--- config.mk ---
export PLATFORM = sky130hd
export DESIGN_NAME = ivt_timer_pair
export DESIGN_NICKNAME = d
export VERILOG_FILES = /design/src/rtl/ivt_pkg.sv /design/src/rtl/ivt_counter.sv /design/src/rtl/ivt_irq_ctrl.sv /design/src/rtl/ivt_timer_pair.sv
export SDC_FILE = /design/constraint.sdc
export NUM_CORES = 1
export LEC_CHECK = 0
export ABC_AREA = 1
export ABC_CLOCK_PERIOD_IN_PS = 4000
export BUFFER_PORTS_ARGS = -buffer_cell sky130_fd_sc_hd__clkbuf_2
export CAP_MARGIN = 20
export CORE_ASPECT_RATIO = 0.9
export CORE_MARGIN = 8
export CORE_UTILIZATION = 65
export CTS_BUF_LIST = sky130_fd_sc_hd__clkbuf_8
export CTS_CLUSTER_SIZE = 10
export DETAILED_ROUTE_END_ITERATION = 6
export GPL_ROUTABILITY_DRIVEN = 0
export PLACE_DENSITY = 0.89
export SLEW_MARGIN = 40
export SYNTH_ARGS = -nofsm -noshare
export SYNTH_HDL_FRONTEND = slang
export SYNTH_HIERARCHICAL = 1
export SYNTH_SLANG_ARGS = --single-unit
export TNS_END_PERCENT = 5
--- constraint.sdc ---
create_clock -name clk -period 4 [get_ports clk]
set_clock_uncertainty 0.1 [all_clocks]
set_input_delay 0.8 -clock clk [delete_from_list [all_inputs] [get_ports clk]]
set_output_delay 0.8 -clock clk [all_outputs]
set_load 0.1 [all_outputs]
--- src/rtl/ivt_pkg.sv ---
package ivt_pkg;
   localparam int BYTE_W     = 8;
   localparam int REG_ADDR_W = 4;

   localparam logic [REG_ADDR_W-1:0] ADR_TMR_BASE = 4'h4;
   localparam logic [REG_ADDR_W-1:0] ADR_ICR      = 4'hD;
   localparam logic [REG_ADDR_W-1:0] ADR_CR_BASE  = 4'hE;

   localparam int CR_START   = 0;
   localparam int CR_ONESHOT = 3;
   localparam int CR_FLOAD   = 4;
   localparam int ICR_SETSEL = 7;

   typedef struct packed {
      logic oneshot;
      logic start;
   } tmr_mode_t;
endpackage

--- src/rtl/ivt_counter.sv ---
module ivt_counter
   import ivt_pkg::*;
#(
   parameter int CNT_W = 16
) (
   input  logic              clk,
   input  logic              rst_n,
   input  logic              cnt_en,
   input  logic              wr_lo,
   input  logic              wr_hi,
   input  logic              wr_cr,
   input  logic [BYTE_W-1:0] wdata,
   output logic [CNT_W-1:0]  count,
   output tmr_mode_t         mode,
   output logic              uf
);
   localparam int HI_W = CNT_W - BYTE_W;

   initial begin
      if (CNT_W != 2*BYTE_W) $error("ivt_counter: CNT_W must be two bytes");
   end

   logic [CNT_W-1:0] latch_q;
   logic             fload;

   assign uf    = mode.start & cnt_en & (count == '0);
   assign fload = wr_cr & wdata[CR_FLOAD];

   always_ff @(posedge clk) begin
      if (!rst_n) begin
         latch_q <= '1;
      end else begin
         if (wr_lo) latch_q[BYTE_W-1:0]     <= wdata;
         if (wr_hi) latch_q[CNT_W-1:BYTE_W] <= wdata[HI_W-1:0];
      end
   end

   always_ff @(posedge clk) begin
      if (!rst_n) begin
         count <= '1;
      end else if (fload) begin
         count <= latch_q;
      end else if (uf) begin
         count <= latch_q;
      end else if (wr_hi && !mode.start) begin
         count <= {wdata[HI_W-1:0], latch_q[BYTE_W-1:0]};
      end else if (mode.start && cnt_en) begin
         count <= count - 1'b1;
      end
   end

   always_ff @(posedge clk) begin
      if (!rst_n) begin
         mode <= '0;
      end else if (wr_cr) begin
         mode.start   <= wdata[CR_START];
         mode.oneshot <= wdata[CR_ONESHOT];
      end else if (uf && mode.oneshot) begin
         mode.start <= 1'b0;
      end
   end

   a_r2_decrement: assert property (@(posedge clk) disable iff (!rst_n)
      (mode.start && cnt_en && count != '0 && !wr_cr && !wr_hi)
      |=> (count == $past(count) - 1'b1));

   a_r2_reload: assert property (@(posedge clk) disable iff (!rst_n)
      (uf && !wr_lo && !wr_hi) |=> (count == $past(latch_q)));

   a_r3_oneshot_stops: assert property (@(posedge clk) disable iff (!rst_n)
      (uf && mode.oneshot && !wr_cr) |=> !mode.start);

   a_r10_freeze: assert property (@(posedge clk) disable iff (!rst_n)
      (!cnt_en && !wr_cr && !wr_hi) |=> $stable(count));
endmodule

--- src/rtl/ivt_irq_ctrl.sv ---
module ivt_irq_ctrl
   import ivt_pkg::*;
#(
   parameter int NSRC = 2
) (
   input  logic              clk,
   input  logic              rst_n,
   input  logic [NSRC-1:0]   uf,
   input  logic              icr_wr,
   input  logic              icr_rd,
   input  logic              set_sel,
   input  logic [NSRC-1:0]   sel,
   output logic [NSRC-1:0]   flags,
   output logic [NSRC-1:0]   mask,
   output logic [BYTE_W-1:0] status,
   output logic              irq_n
);
   localparam int PAD_W = BYTE_W - 1 - NSRC;

   initial begin
      if (NSRC < 1 || NSRC > BYTE_W-1) $error("ivt_irq_ctrl: NSRC out of range");
   end

   logic active;
   assign active = |(flags & mask);
   assign irq_n  = ~active;

   generate
      if (PAD_W > 0) begin : g_pad
         assign status = {active, {PAD_W{1'b0}}, flags};
      end else begin : g_nopad
         assign status = {active, flags};
      end
   endgenerate

   always_ff @(posedge clk) begin
      if (!rst_n) flags <= '0;
      else        flags <= (icr_rd ? '0 : flags) | uf;
   end

   always_ff @(posedge clk) begin
      if (!rst_n) begin
         mask <= '0;
      end else if (icr_wr) begin
         if (set_sel) mask <= mask | sel;
         else         mask <= mask & ~sel;
      end
   end

   generate
      for (genvar i = 0; i < NSRC; i++) begin : g_chk
         a_r7_flag_source: assert property (@(posedge clk) disable iff (!rst_n)
            $rose(flags[i]) |-> $past(uf[i]));
      end
   endgenerate

   a_r6_mask_hold: assert property (@(posedge clk) disable iff (!rst_n)
      !icr_wr |=> $stable(mask));

   a_r8_irq_held: assert property (@(posedge clk) disable iff (!rst_n)
      (!irq_n && !icr_rd && !icr_wr) |=> !irq_n);
endmodule

--- src/rtl/ivt_timer_pair.sv ---
module ivt_timer_pair
   import ivt_pkg::*;
#(
   parameter int CNT_W   = 16,
   parameter int NUM_TMR = 2
) (
   input  logic                  clk,
   input  logic                  rst_n,
   input  logic                  cnt_en,
   input  logic [REG_ADDR_W-1:0] addr,
   input  logic [BYTE_W-1:0]     wdata,
   input  logic                  wr_en,
   input  logic                  rd_en,
   output logic [BYTE_W-1:0]     rdata,
   output logic                  irq_n
);
   localparam int HI_W = CNT_W - BYTE_W;

   initial begin
      if (NUM_TMR != 2)       $error("ivt_timer_pair: register map holds two timers");
      if (CNT_W != 2*BYTE_W)  $error("ivt_timer_pair: CNT_W must be two bytes");
   end

   logic [CNT_W-1:0]   cnt_q [NUM_TMR];
   tmr_mode_t          mode_q[NUM_TMR];
   logic [NUM_TMR-1:0] uf;
   logic [NUM_TMR-1:0] flags, mask;
   logic [BYTE_W-1:0]  status;
   logic               icr_wr, icr_rd;

   assign icr_wr = wr_en && (addr == ADR_ICR);
   assign icr_rd = rd_en && (addr == ADR_ICR);

   generate
      for (genvar i = 0; i < NUM_TMR; i++) begin : g_tmr
         localparam logic [REG_ADDR_W-1:0] A_LO = ADR_TMR_BASE + REG_ADDR_W'(2*i);
         localparam logic [REG_ADDR_W-1:0] A_HI = ADR_TMR_BASE + REG_ADDR_W'(2*i + 1);
         localparam logic [REG_ADDR_W-1:0] A_CR = ADR_CR_BASE + REG_ADDR_W'(i);

         ivt_counter #(.CNT_W(CNT_W)) u_cnt (
            .clk   (clk),
            .rst_n (rst_n),
            .cnt_en(cnt_en),
            .wr_lo (wr_en && addr == A_LO),
            .wr_hi (wr_en && addr == A_HI),
            .wr_cr (wr_en && addr == A_CR),
            .wdata (wdata),
            .count (cnt_q[i]),
            .mode  (mode_q[i]),
            .uf    (uf[i])
         );
      end
   endgenerate

   ivt_irq_ctrl #(.NSRC(NUM_TMR)) u_irq (
      .clk    (clk),
      .rst_n  (rst_n),
      .uf     (uf),
      .icr_wr (icr_wr),
      .icr_rd (icr_rd),
      .set_sel(wdata[ICR_SETSEL]),
      .sel    (wdata[NUM_TMR-1:0]),
      .flags  (flags),
      .mask   (mask),
      .status (status),
      .irq_n  (irq_n)
   );

   always_comb begin
      rdata = '0;
      case (addr)
         4'h4:    rdata = cnt_q[0][BYTE_W-1:0];
         4'h5:    rdata = BYTE_W'(cnt_q[0][CNT_W-1:BYTE_W]);
         4'h6:    rdata = cnt_q[1][BYTE_W-1:0];
         4'h7:    rdata = BYTE_W'(cnt_q[1][CNT_W-1:BYTE_W]);
         ADR_ICR: rdata = status;
         4'hE: begin
            rdata[CR_START]   = mode_q[0].start;
            rdata[CR_ONESHOT] = mode_q[0].oneshot;
         end
         4'hF: begin
            rdata[CR_START]   = mode_q[1].start;
            rdata[CR_ONESHOT] = mode_q[1].oneshot;
         end
         default: rdata = '0;
      endcase
   end

   a_r7_ack_releases: assert property (@(posedge clk) disable iff (!rst_n)
      (icr_rd && uf == '0 && !icr_wr) |=> irq_n);

   a_r9_collision_kept: assert property (@(posedge clk) disable iff (!rst_n)
      (icr_rd && |(uf & mask) && !icr_wr) |=> !irq_n);
endmodule

==> run_results.csv, run 1 <==
group,metric,value,unit
clocking,cts_setup_buffers,0,
route,wl_per_cell,14.8,um
route,num_vias,5095,
global_route,antenna_found_initial,0,
global_route,grt_usage,26.4,%
clocking,clk_pin_slew_worst_paths,0.08,ns
layout,fill_cells,596,
pwr,power_frac_comb,14.6,%
logic_synthesis,synth_area,0.00482,mm^2
placement,dp_hpwl,9.95,mm
route,wl_met1,6.01,mm
clocking,h-tree-depth,3,
clocking,cts_inserted_buffers,9,
placement,numPortBuffers,25,
floorplan,num_io_pins,26,
pwr,internal_power,1150,uW
floorplan,core_area,0.00711,mm^2
logic_synthesis,yosysWarnings,6,
worst_setup_path,slowest_stage,"clkbuf_2",
floorplan,std_cell_rows,29,
floorplan,die_h,97.7,um
logic_synthesis,synth_seq_cells,72,
route,ant_nets,0,
logic_synthesis,yosys.cell_types.count,28,
route,viasPerCell,5.59,
route,first_pass_iters,6,
pwr,p_sw,514,uW
timing,slew_headroom,58.6,%
hold_path,min_from,"g_tmr[1].u_cnt/latch_q[15]",
pwr,clkPwrFrac,39.7,%
global_route,overflow,0,
layout,drive_above_1_share,11.9,%
route,wirelength,13.5,mm
logic_synthesis,yosysSeqAreaShare,29.9,%
pwr,p_leak,0.00295,uW
timing,tightest_slew,0.617,ns
pwr,cellPowerDensity,325,mW/mm^2
timing,rsz0062_at_grt,"false",
worst_setup_path,setup.worst_path.start,"addr[2]",
timing,finalWorstSetupSlack,0.724,ns
global_route,grt_start_max_net_pins,28,
floorplan,die_width,107,um
worst_setup_path,crit_required,3.10,ns
timing,drv_slew,0,
timing,post-route-period-util,81.9,%
worst_setup_path,critPathBufInv,3,
logic_synthesis,syn_avg_cell_area,6.04,um^2
clocking,ctsRootBufferMaster,"clkbuf_8",
timing,fin_crit,3.28,ns
worst_setup_path,max_stage_delay,0.45,ns
worst_setup_path,crit_type,"in2out",
route,met2WireLength,5.61,mm
layout,area_growth,6.61,%
layout,n_antenna_cell,0,
clocking,tritoncts,"done",
worst_setup_path,cp_max_fo,25,
timing,setup_tns,0,ns
worst_setup_path,critPathTopFamily,"simple AND/OR/NAND/NOR gates",
route,wl_met3,1.47,mm
clocking,ctsHoldBuffers,0,
pwr,sw_frac_of_total,30.8,%
layout,nets,832,
layout,fin_util,72.3,%
worst_setup_path,crit_chain,"clkbuf_2 > inv_1 > nor2_4 > nand2_1 > nor2_1 > nor2_1 > nand2_1 > clkbuf_2",
layout,seqCellArea,0.00144,mm^2
clocking,cts-resized-gates,0,
worst_setup_path,setup.worst_path.start_class,"input port",
timing,finalSetupViolCount,0,
placement,place_worst_setup_slack,0.772,ns
worst_setup_path,reg2reg_from,"g_tmr[1].u_cnt/count[0]",
layout,mostFrequentLayoutCells,"227 x nand2_1, 132 x inv_1, 93 x nand3_1, 80 x nor2_1, 72 x dfxtp_1",
clocking,cts.sink_count,72,
worst_setup_path,crit_arrival,2.38,ns
pwr,max-vdd-ir-drop,0.246,mV
layout,final_common_cell,"nand2_1",
route,route.detailed.drc,0,
hold_path,min_path_type,"reg2reg",
layout,multi_input_area,0.00266,mm^2
route,drt-initial-drc-count,622,
global_route,grt_pass1_vias,4697,
flow_run,max_cap_viol_count,0,
worst_setup_path,crit_path_end_kind,"output port",
timing,fmax,305,MHz
floorplan,die_area,0.0104,mm^2
status,status,"finished clean",
clocking,clock_latency,0.36,ns
floorplan,start_util,67.8,%
pwr,power_frac_seq,45.7,%
logic_synthesis,synth_cells,799,
route,maxUsedRoutingLayer,"met4",
timing,final_hold_viol_count,0,
global_route,grt_pass1_wl,22.5,mm
clocking,cts_buffer_depth,2,
## flip-flops by register name, summed over array words and instances, names as in the netlist, named ones only
signal	count
g_tmr.u_cnt/count	32
g_tmr.u_cnt/latch_q	32
g_tmr.u_cnt/mode	4
u_irq/flags	2
## power by group through the flow
stage / logic [uW] / clock network [uW] / registers [uW]
after floorplan: 185 / 0 / 770
after global placement: 229 / 0 / 778
after detailed placement: 236 / 0 / 778
after CTS: 238 / 670 / 761
after global routing: 265 / 705 / 765
final: 243 / 663 / 762
## worst paths after layout
| path | end | slack, ns | depth (start not counted) |
|---|---|---|---|
| worst max-delay path | rdata[2] | 0.72 | 8 |
| worst min-delay path | g_tmr[1].u_cnt/latch_q[15] | 0.36 | 2 |
| worst max register to register | g_tmr[1].u_cnt/count[1] | 2.07 | 10 |
| worst min register to register | g_tmr[1].u_cnt/latch_q[15] | 0.36 | 2 |
## cells in the mapped netlist (all sizes together)
master  count  area, um^2
a21oi      34         170
buf        19         160
clkbuf     10        37.5
conb        1        3.75
dfxtp      72        1440
ha          2        25.0
inv       146         548
nand2     233         910
nand3     101         561
nand4       2        12.5
nor2       99         469
nor3        4        42.5
nor4        1        6.26
o211ai      2        15.0
o21ai      61         317
xnor2       2        17.5
xor2       10        87.6
## per-layer routing
layer,track usage (%),vias to the layer above
met5,0,-
met4,11.7,0
met3,5.37,35
met2,38.3,290
met1,36.7,2298
li1,-,2472
## through the flow
stage | total power [uW] | area, um^2 | std cells | hold slack (ns)
floorplan | 955 | 4840 | 803 | 0.329
global placement | 1010 | 4900 | 895 | 0.341
detailed placement | 1010 | 4900 | 895 | 0.343
CTS | 1670 | 5130 | 911 | 0.365
global route | 1730 | 5140 | 911 | 0.383
finish | 1670 | 5140 | 911 | 0.363
## worst min-delay path: cells and delay by family (launching register included)
family | cells | cell delay [ns]
flip-flops | 1 | 0.33
AND/OR/NAND/NOR | 2 | 0.10
## layout make-up
| type | instances | area share, % |
|---|---|---|
| clock inverters | 7 | 2.00 |
| inverters | 146 | 10.7 |
| flip-flops and latches | 72 | 28.0 |
| multi-input cells | 556 | 51.8 |
| well taps | 93 | 2.26 |
| repair buffers | 28 | 2.87 |
| clock buffers | 9 | 2.41 |
## cells by family after synthesis
| family | Yosys count | synth area share, % |
|---|---|---|
| xor+xnor | 12 | 2.18 |
| fa+ha+maj | 2 | 0.519 |
| flops | 72 | 29.9 |
| compound gates | 97 | 10.4 |
| buf+inv | 175 | 15.5 |
| other cells | 1 | 0.0777 |
| simple gates | 440 | 41.5 |
(Power assumes the default switching activity.)
==> run 2: changes to the inputs <==
ABC_CLOCK_PERIOD_IN_PS = 3400   (was 4000)
CORE_UTILIZATION = 64   (was 65)
PLACE_DENSITY = 0.88   (was 0.89)
clock period = 3.4 ns   (was 4 ns; I/O delays follow)
==> run 2 against run 1 <==
  * First-iteration DRC count fell by 17%
  * Design area fell by 0.56%
  * Final cell count rose by 0.55%
  * Global-route usage fell by 1.2 points
  * Worst hold slack got worse by 0.0022 ns
  * Die area rose by 1.3%
  * Critical path depth rose by 1
  * Wire length fell by 2.4%
  * Flip-flop and latch count did not move
  * Combinational power rose by 17%
==> run_results.csv, run 2 (synthesis results as in run 1) <==
group,metric,value,unit
status,status,"finished clean",
worst_setup_path,r2r_cells,10,
timing,rsz0062_at_grt,"false",
flow_run,max_cap_viol_count,0,
floorplan,die_width,108,um
floorplan,die_area,0.0106,mm^2
timing,finalWorstSetupSlack,0.532,ns
worst_setup_path,reg2reg_from,"g_tmr[1].u_cnt/count[6]",
placement,dp_hpwl,9.84,mm
route,ant_nets,0,
worst_setup_path,crit_required,2.62,ns
timing,post-route-period-util,84.3,%
global_route,overflow,0,
worst_setup_path,crit_path_end_kind,"output port",
floorplan,start_util,64.9,%
pwr,p_leak,0.00296,uW
floorplan,num_io_pins,26,
route,first_pass_iters,6,
clocking,clock_latency,0.35,ns
hold_path,min_from,"g_tmr[1].u_cnt/latch_q[2]",
timing,fmax,349,MHz
layout,final_cell_count_no_fill,916,
route,wl_met3,1.71,mm
route,route.detailed.drc,0,
route,drt-initial-drc-count,518,
route,wl_met1,5.68,mm
worst_setup_path,crit_type,"in2out",
floorplan,die_h,98.4,um
layout,final_common_cell,"nand2_1",
floorplan,std_cell_rows,30,
layout,nets,836,
layout,area_growth,6.02,%
layout,fill_cells,660,
placement,placed_area,0.00494,mm^2
clocking,ctsRootBufferMaster,"clkbuf_8",
timing,fin_crit,2.87,ns
hold_path,whs_endpoint,"g_tmr[1].u_cnt/latch_q[2]",
worst_setup_path,crit_arrival,2.09,ns
pwr,max-vdd-ir-drop,0.222,mV
worst_setup_path,worstReg2RegEnd,"g_tmr[1].u_cnt/count[15]",
hold_path,min_path_type,"reg2reg",
placement,numPortBuffers,25,
timing,tightest_slew,0.616,ns
global_route,grt_usage,25.2,%
route,viasPerCell,5.53,
timing,final_hold_viol_count,0,
clocking,ctsHoldBuffers,0,
route,wirelength,13.1,mm
floorplan,core_area,0.00743,mm^2
clocking,tritoncts,"done",
hold_path,min_path_cells,2,
route,wl_per_cell,14.4,um
global_route,antenna_found_initial,0,
layout,n_antenna_cell,0,
global_route,grt_start_max_net_pins,31,
layout,reg.largest.list,"g_tmr.u_cnt/count x32, g_tmr.u_cnt/latch_q x32, g_tmr.u_cnt/mode x4",
layout,drive_above_1_share,11.6,%
timing,setup_tns,0,ns
route,maxUsedRoutingLayer,"met4",
worst_setup_path,cp_max_fo,14,
route,num_vias,5067,
clocking,cts.sink_count,72,
clocking,clk_pin_slew_worst_paths,0.07,ns
clocking,cts_inserted_buffers,9,
clocking,h-tree-depth,3,
placement,dpl.cell_count,902,
pwr,cellPowerDensity,356,mW/mm^2
timing,drv_slew,0,
layout,fin_util,68.8,%
timing,finalSetupViolCount,0,
clocking,cts-resized-gates,0,
route,met2WireLength,5.47,mm
worst_setup_path,rrSetupSlack,1.45,ns
clocking,cts_setup_buffers,0,
global_route,grt_pass1_vias,4550,
placement,place_worst_setup_slack,0.554,ns
layout,multi_input_area,0.00265,mm^2
worst_setup_path,setup.worst_path.start,"addr[2]",
timing,slew_headroom,58.8,%
layout,mostFrequentLayoutCells,"227 x nand2_1, 133 x inv_1, 93 x nand3_1, 82 x nor2_1, 72 x dfxtp_1",
layout,seqCellArea,0.00144,mm^2
worst_setup_path,setup.worst_path.start_class,"input port",
clocking,cts_buffer_depth,2,
global_route,grt_pass1_wl,21.8,mm
layout,stdcell_area,0.00511,mm^2
==> run 2: power by group <==
part | switching [uW] | total [uW] | leakage, uW | internal [uW]
Clock | 312 | 638 | 0.0000921 | 325
Combinational | 214 | 285 | 0.00228 | 70.6
Sequential | 29.7 | 899 | 0.000586 | 869
==> run 2: area by class of cell <==
class,instances,share of cell area [%]
sequential,72,28.2
tap,96,2.35
inverter,146,10.7
clock inverter,5,1.00
multi-input combinational,556,51.8
timing repair buffer,32,3.47
clock buffer,9,2.42
==> run 2: worst max path at each step <==
stage               end  slack (ns)  cells after the start
2_1_floorplan  rdata[1]        0.75                      5
3_3_place_gp   rdata[0]        0.58                      9
3_5_place_dp   rdata[0]        0.55                      9
4_1_cts        rdata[0]        0.55                      9
5_1_grt        rdata[1]        0.42                      9
6_report       rdata[3]        0.53                      9
==> run 2: critical path: stages <==
cell and delay (ns):
clkbuf_2 0.10, inv_1 0.06, nor2_4 0.23, buf_4 0.25, nand3_1 0.10, nand2_1 0.09, nor2_1 0.04, nand2_1 0.07
clkbuf_2 0.46
==> run 2: stage by stage <==
step | hold WS, ns | total power (uW)
2_1_floorplan | 0.329 | 1120
3_3_place_gp | 0.343 | 1190
3_5_place_dp | 0.347 | 1200
4_1_cts | 0.366 | 1830
5_1_grt | 0.383 | 1900
6_report | 0.361 | 1820
==> run 2: metal layers <==
metal,vias to the layer above,track usage (%)
met5,-,0
met3,28,5.86
li1,2480,-
met2,344,36.9
met4,0,8.64
met1,2215,35.0
==> run 3: changes to the inputs <==
ABC_AREA = 0   (was 1)
ABC_CLOCK_PERIOD_IN_PS = 2540   (was 3400)
CORE_UTILIZATION = 57   (was 64)
PLACE_DENSITY = 0.83   (was 0.88)
clock period = 2.54 ns   (was 3.4 ns; I/O delays follow)
==> run 3 against run 2 <==
  * Final cell count fell by 29%
  * Wire length rose by 0.96%
  * Via count fell by 13%
  * Combinational power rose by 26%
  * Worst setup slack got worse by 0.46 ns
  * Utilization fell by 1.3 points
  * Design area fell by 1.3%
  * Flip-flop and latch count did not move
  * Sequential share of layout area rose by 0.38 points
  * Clock power rose by 42%
  * Critical endpoint is now rdata[6]
==> run_results.csv, run 3 <==
group,metric,value,unit
status,status,"finished clean",
floorplan,die_h,99.0,um
global_route,antenna_found_initial,0,
worst_setup_path,crit_path_end_kind,"output port",
floorplan,start_util,58.3,%
clocking,ctsRootBufferMaster,"clkbuf_8",
floorplan,core_area,0.00747,mm^2
pwr,max-vdd-ir-drop,0.315,mV
timing,final_hold_viol_count,0,
route,ant_nets,0,
logic_synthesis,synth_common_cells,"72 x dfxtp_1, 68 x nand2_1, 43 x nor2_1",
clocking,tritoncts,"done",
worst_setup_path,r2r_cells,7,
worst_setup_path,worstReg2RegEnd,"g_tmr[0].u_cnt/count[12]",
logic_synthesis,synth.most_common_cell,"dfxtp_1",
route,wirelength,13.3,mm
clocking,cts_inserted_buffers,9,
timing,finalSetupViolCount,0,
global_route,grt_usage,24.4,%
layout,drive_above_1_share,21.2,%
layout,final_common_cell,"dfxtp_1",
worst_setup_path,crit_required,1.93,ns
clocking,clock_latency,0.35,ns
hold_path,min_path_type,"reg2reg",
logic_synthesis,synth_cells,515,
placement,dp_hpwl,9.45,mm
layout,nets,571,
worst_setup_path,reg2reg_from,"g_tmr[0].u_cnt/count[1]",
global_route,grt_start_max_net_pins,24,
worst_setup_path,crit_arrival,1.86,ns
hold_path,whs_endpoint,"g_tmr[0].u_cnt/latch_q[12]",
route,wl_per_cell,20.3,um
global_route,grt_pass1_vias,4140,
clocking,cts.sink_count,72,
pwr,p_total,2420,uW
route,first_pass_iters,5,
worst_setup_path,crit_chain,"clkbuf_2 > nand2b_1 > or3b_1 > a31oi_2 > buf_12",
logic_synthesis,yosys.cell_types.count,63,
timing,slew_headroom,50.7,%
layout,fill_cells,582,
floorplan,num_io_pins,26,
floorplan,die_width,108,um
logic_synthesis,async_flop_share,0,%
route,num_vias,4433,
floorplan,die_area,0.0107,mm^2
worst_setup_path,slowest_stage,"or3b_1",
pwr,cellPowerDensity,480,mW/mm^2
global_route,grt_pass1_wl,21.0,mm
timing,post-route-period-util,97.3,%
layout,n_antenna_cell,0,
logic_synthesis,yosysSeqAreaShare,33.1,%
hold_path,min_from,"g_tmr[0].u_cnt/latch_q[12]",
timing,fmax,405,MHz
clocking,h-tree-depth,3,
clocking,clk_pin_slew_worst_paths,0.07,ns
layout,area_growth,15.8,%
global_route,overflow,0,
timing,tightest_slew,0.740,ns
flow_run,max_cap_viol_count,0,
floorplan,std_cell_rows,30,
timing,rsz0062_at_grt,"false",
logic_synthesis,synth_top_area_share,33.1,%
route,viasPerCell,6.79,
clocking,cts-resized-gates,0,
logic_synthesis,synth-edff-count,0,
worst_setup_path,crit_type,"in2out",
pwr,p_leak,0.00200,uW
layout,mostFrequentLayoutCells,"72 x dfxtp_1, 68 x nand2_1, 43 x nor2_1, 40 x mux2i_1, 38 x buf_4",
route,drt-initial-drc-count,564,
clocking,cts_setup_buffers,0,
worst_setup_path,rrSetupSlack,0.16,ns
clocking,cts_buffer_depth,2,
logic_synthesis,yosysWarnings,6,
logic_synthesis,synth_area,0.00436,mm^2
timing,setup_tns,0,ns
logic_synthesis,synthFlopType,"dfxtp_1",
logic_synthesis,syn_avg_cell_area,8.46,um^2
clocking,ctsHoldBuffers,0,
worst_setup_path,max_stage_delay,0.42,ns
hold_path,min_path_cells,2,
timing,drv_slew,0,
placement,numPortBuffers,25,
layout,reg.largest.list,"g_tmr.u_cnt/count x32, g_tmr.u_cnt/latch_q x32, g_tmr.u_cnt/mode x4",
logic_synthesis,synth.area.top_cells,"dfxtp_1 33%, mux2i_1 9.2%, nand2_1 5.9%",
worst_setup_path,setup.worst_path.start_class,"input port",
worst_setup_path,cp_max_fo,13,
timing,fin_crit,2.47,ns
route,route.detailed.drc,0,
logic_synthesis,synth_seq_cells,72,
layout,fin_util,67.6,%
logic_synthesis,synth_top_area_cell,"dfxtp_1",
-- run 3: power by group --
group	leakage [uW]	switching [uW]	internal, uW	total (uW)
Clock	0.0000994	453	453	906
Combinational	0.00132	234	126	360
Sequential	0.000584	12.3	1140	1160
-- run 3: worst max-delay path by stage --
stage                                     endpoint               startpoint  cells past startpoint
after floorplan                           rdata[1]                  addr[3]                      5
after global placement    g_tmr[0].u_cnt/count[12]  g_tmr[0].u_cnt/count[1]                      7
after detailed placement  g_tmr[0].u_cnt/count[13]                  addr[0]                      8
after CTS                 g_tmr[0].u_cnt/count[12]  g_tmr[0].u_cnt/count[1]                      7
after global routing                      rdata[6]                  addr[0]                      5
final                                     rdata[6]                  addr[0]                      5
-- run 3: routing by layer --
metal	GRT usage [%]	part of all wire, %
met1	32.6	40
met2	37.1	44
met3	5.81	12
met4	8.85	3.1
met5	0	0
-- run 3: logic make-up (layout without fill, tap and decap cells) --
| group | count (synthesis) | count (layout) | share of synthesized area, % |
|---|---|---|---|
| buf+inv | 50 | 88 | 5.80 |
| flops | 72 | 72 | 33.1 |
| mux | 47 | 47 | 12.1 |
| fa+ha+maj | 2 | 2 | 0.574 |
| xor+xnor | 10 | 10 | 2.01 |
| simple gates | 219 | 219 | 26.4 |
| compound gates | 114 | 114 | 19.9 |
| other cells | 1 | 5 | 0.0861 |
-- run 3: layout make-up --
| type | instances | area [um^2] | area share (%) |
|---|---|---|---|
| inverters | 9 | 33.8 | 0.669 |
| well taps | 96 | 120 | 2.38 |
| multi-input cells | 397 | 2730 | 54.0 |
| clock buffers | 9 | 124 | 2.45 |
| clock inverters | 7 | 70.1 | 1.39 |
| repair buffers | 63 | 531 | 10.5 |
| flip-flops and latches | 72 | 1440 | 28.6 |
-- run 3: worst max-delay path: cells and delay by family --
| family | cells | cell delay [ns] |
|---|---|---|
| buf+inv | 2 | 0.42 |
| compound gates | 1 | 0.26 |
| simple gates | 2 | 0.67 |
-- run 3: metrics by stage --
stage / cell area, um^2 / hold slack (ns) / cells / setup slack, ns
3_5_place_dp: 4840 / 0.362 / 637 / 0.0204
2_1_floorplan: 4410 / 0.341 / 519 / -0.350
4_1_cts: 5030 / 0.366 / 653 / 0.0715
6_report: 5050 / 0.385 / 653 / 0.0686
3_3_place_gp: 4840 / 0.358 / 637 / 0.112
5_1_grt: 5050 / 0.386 / 653 / 0.00749
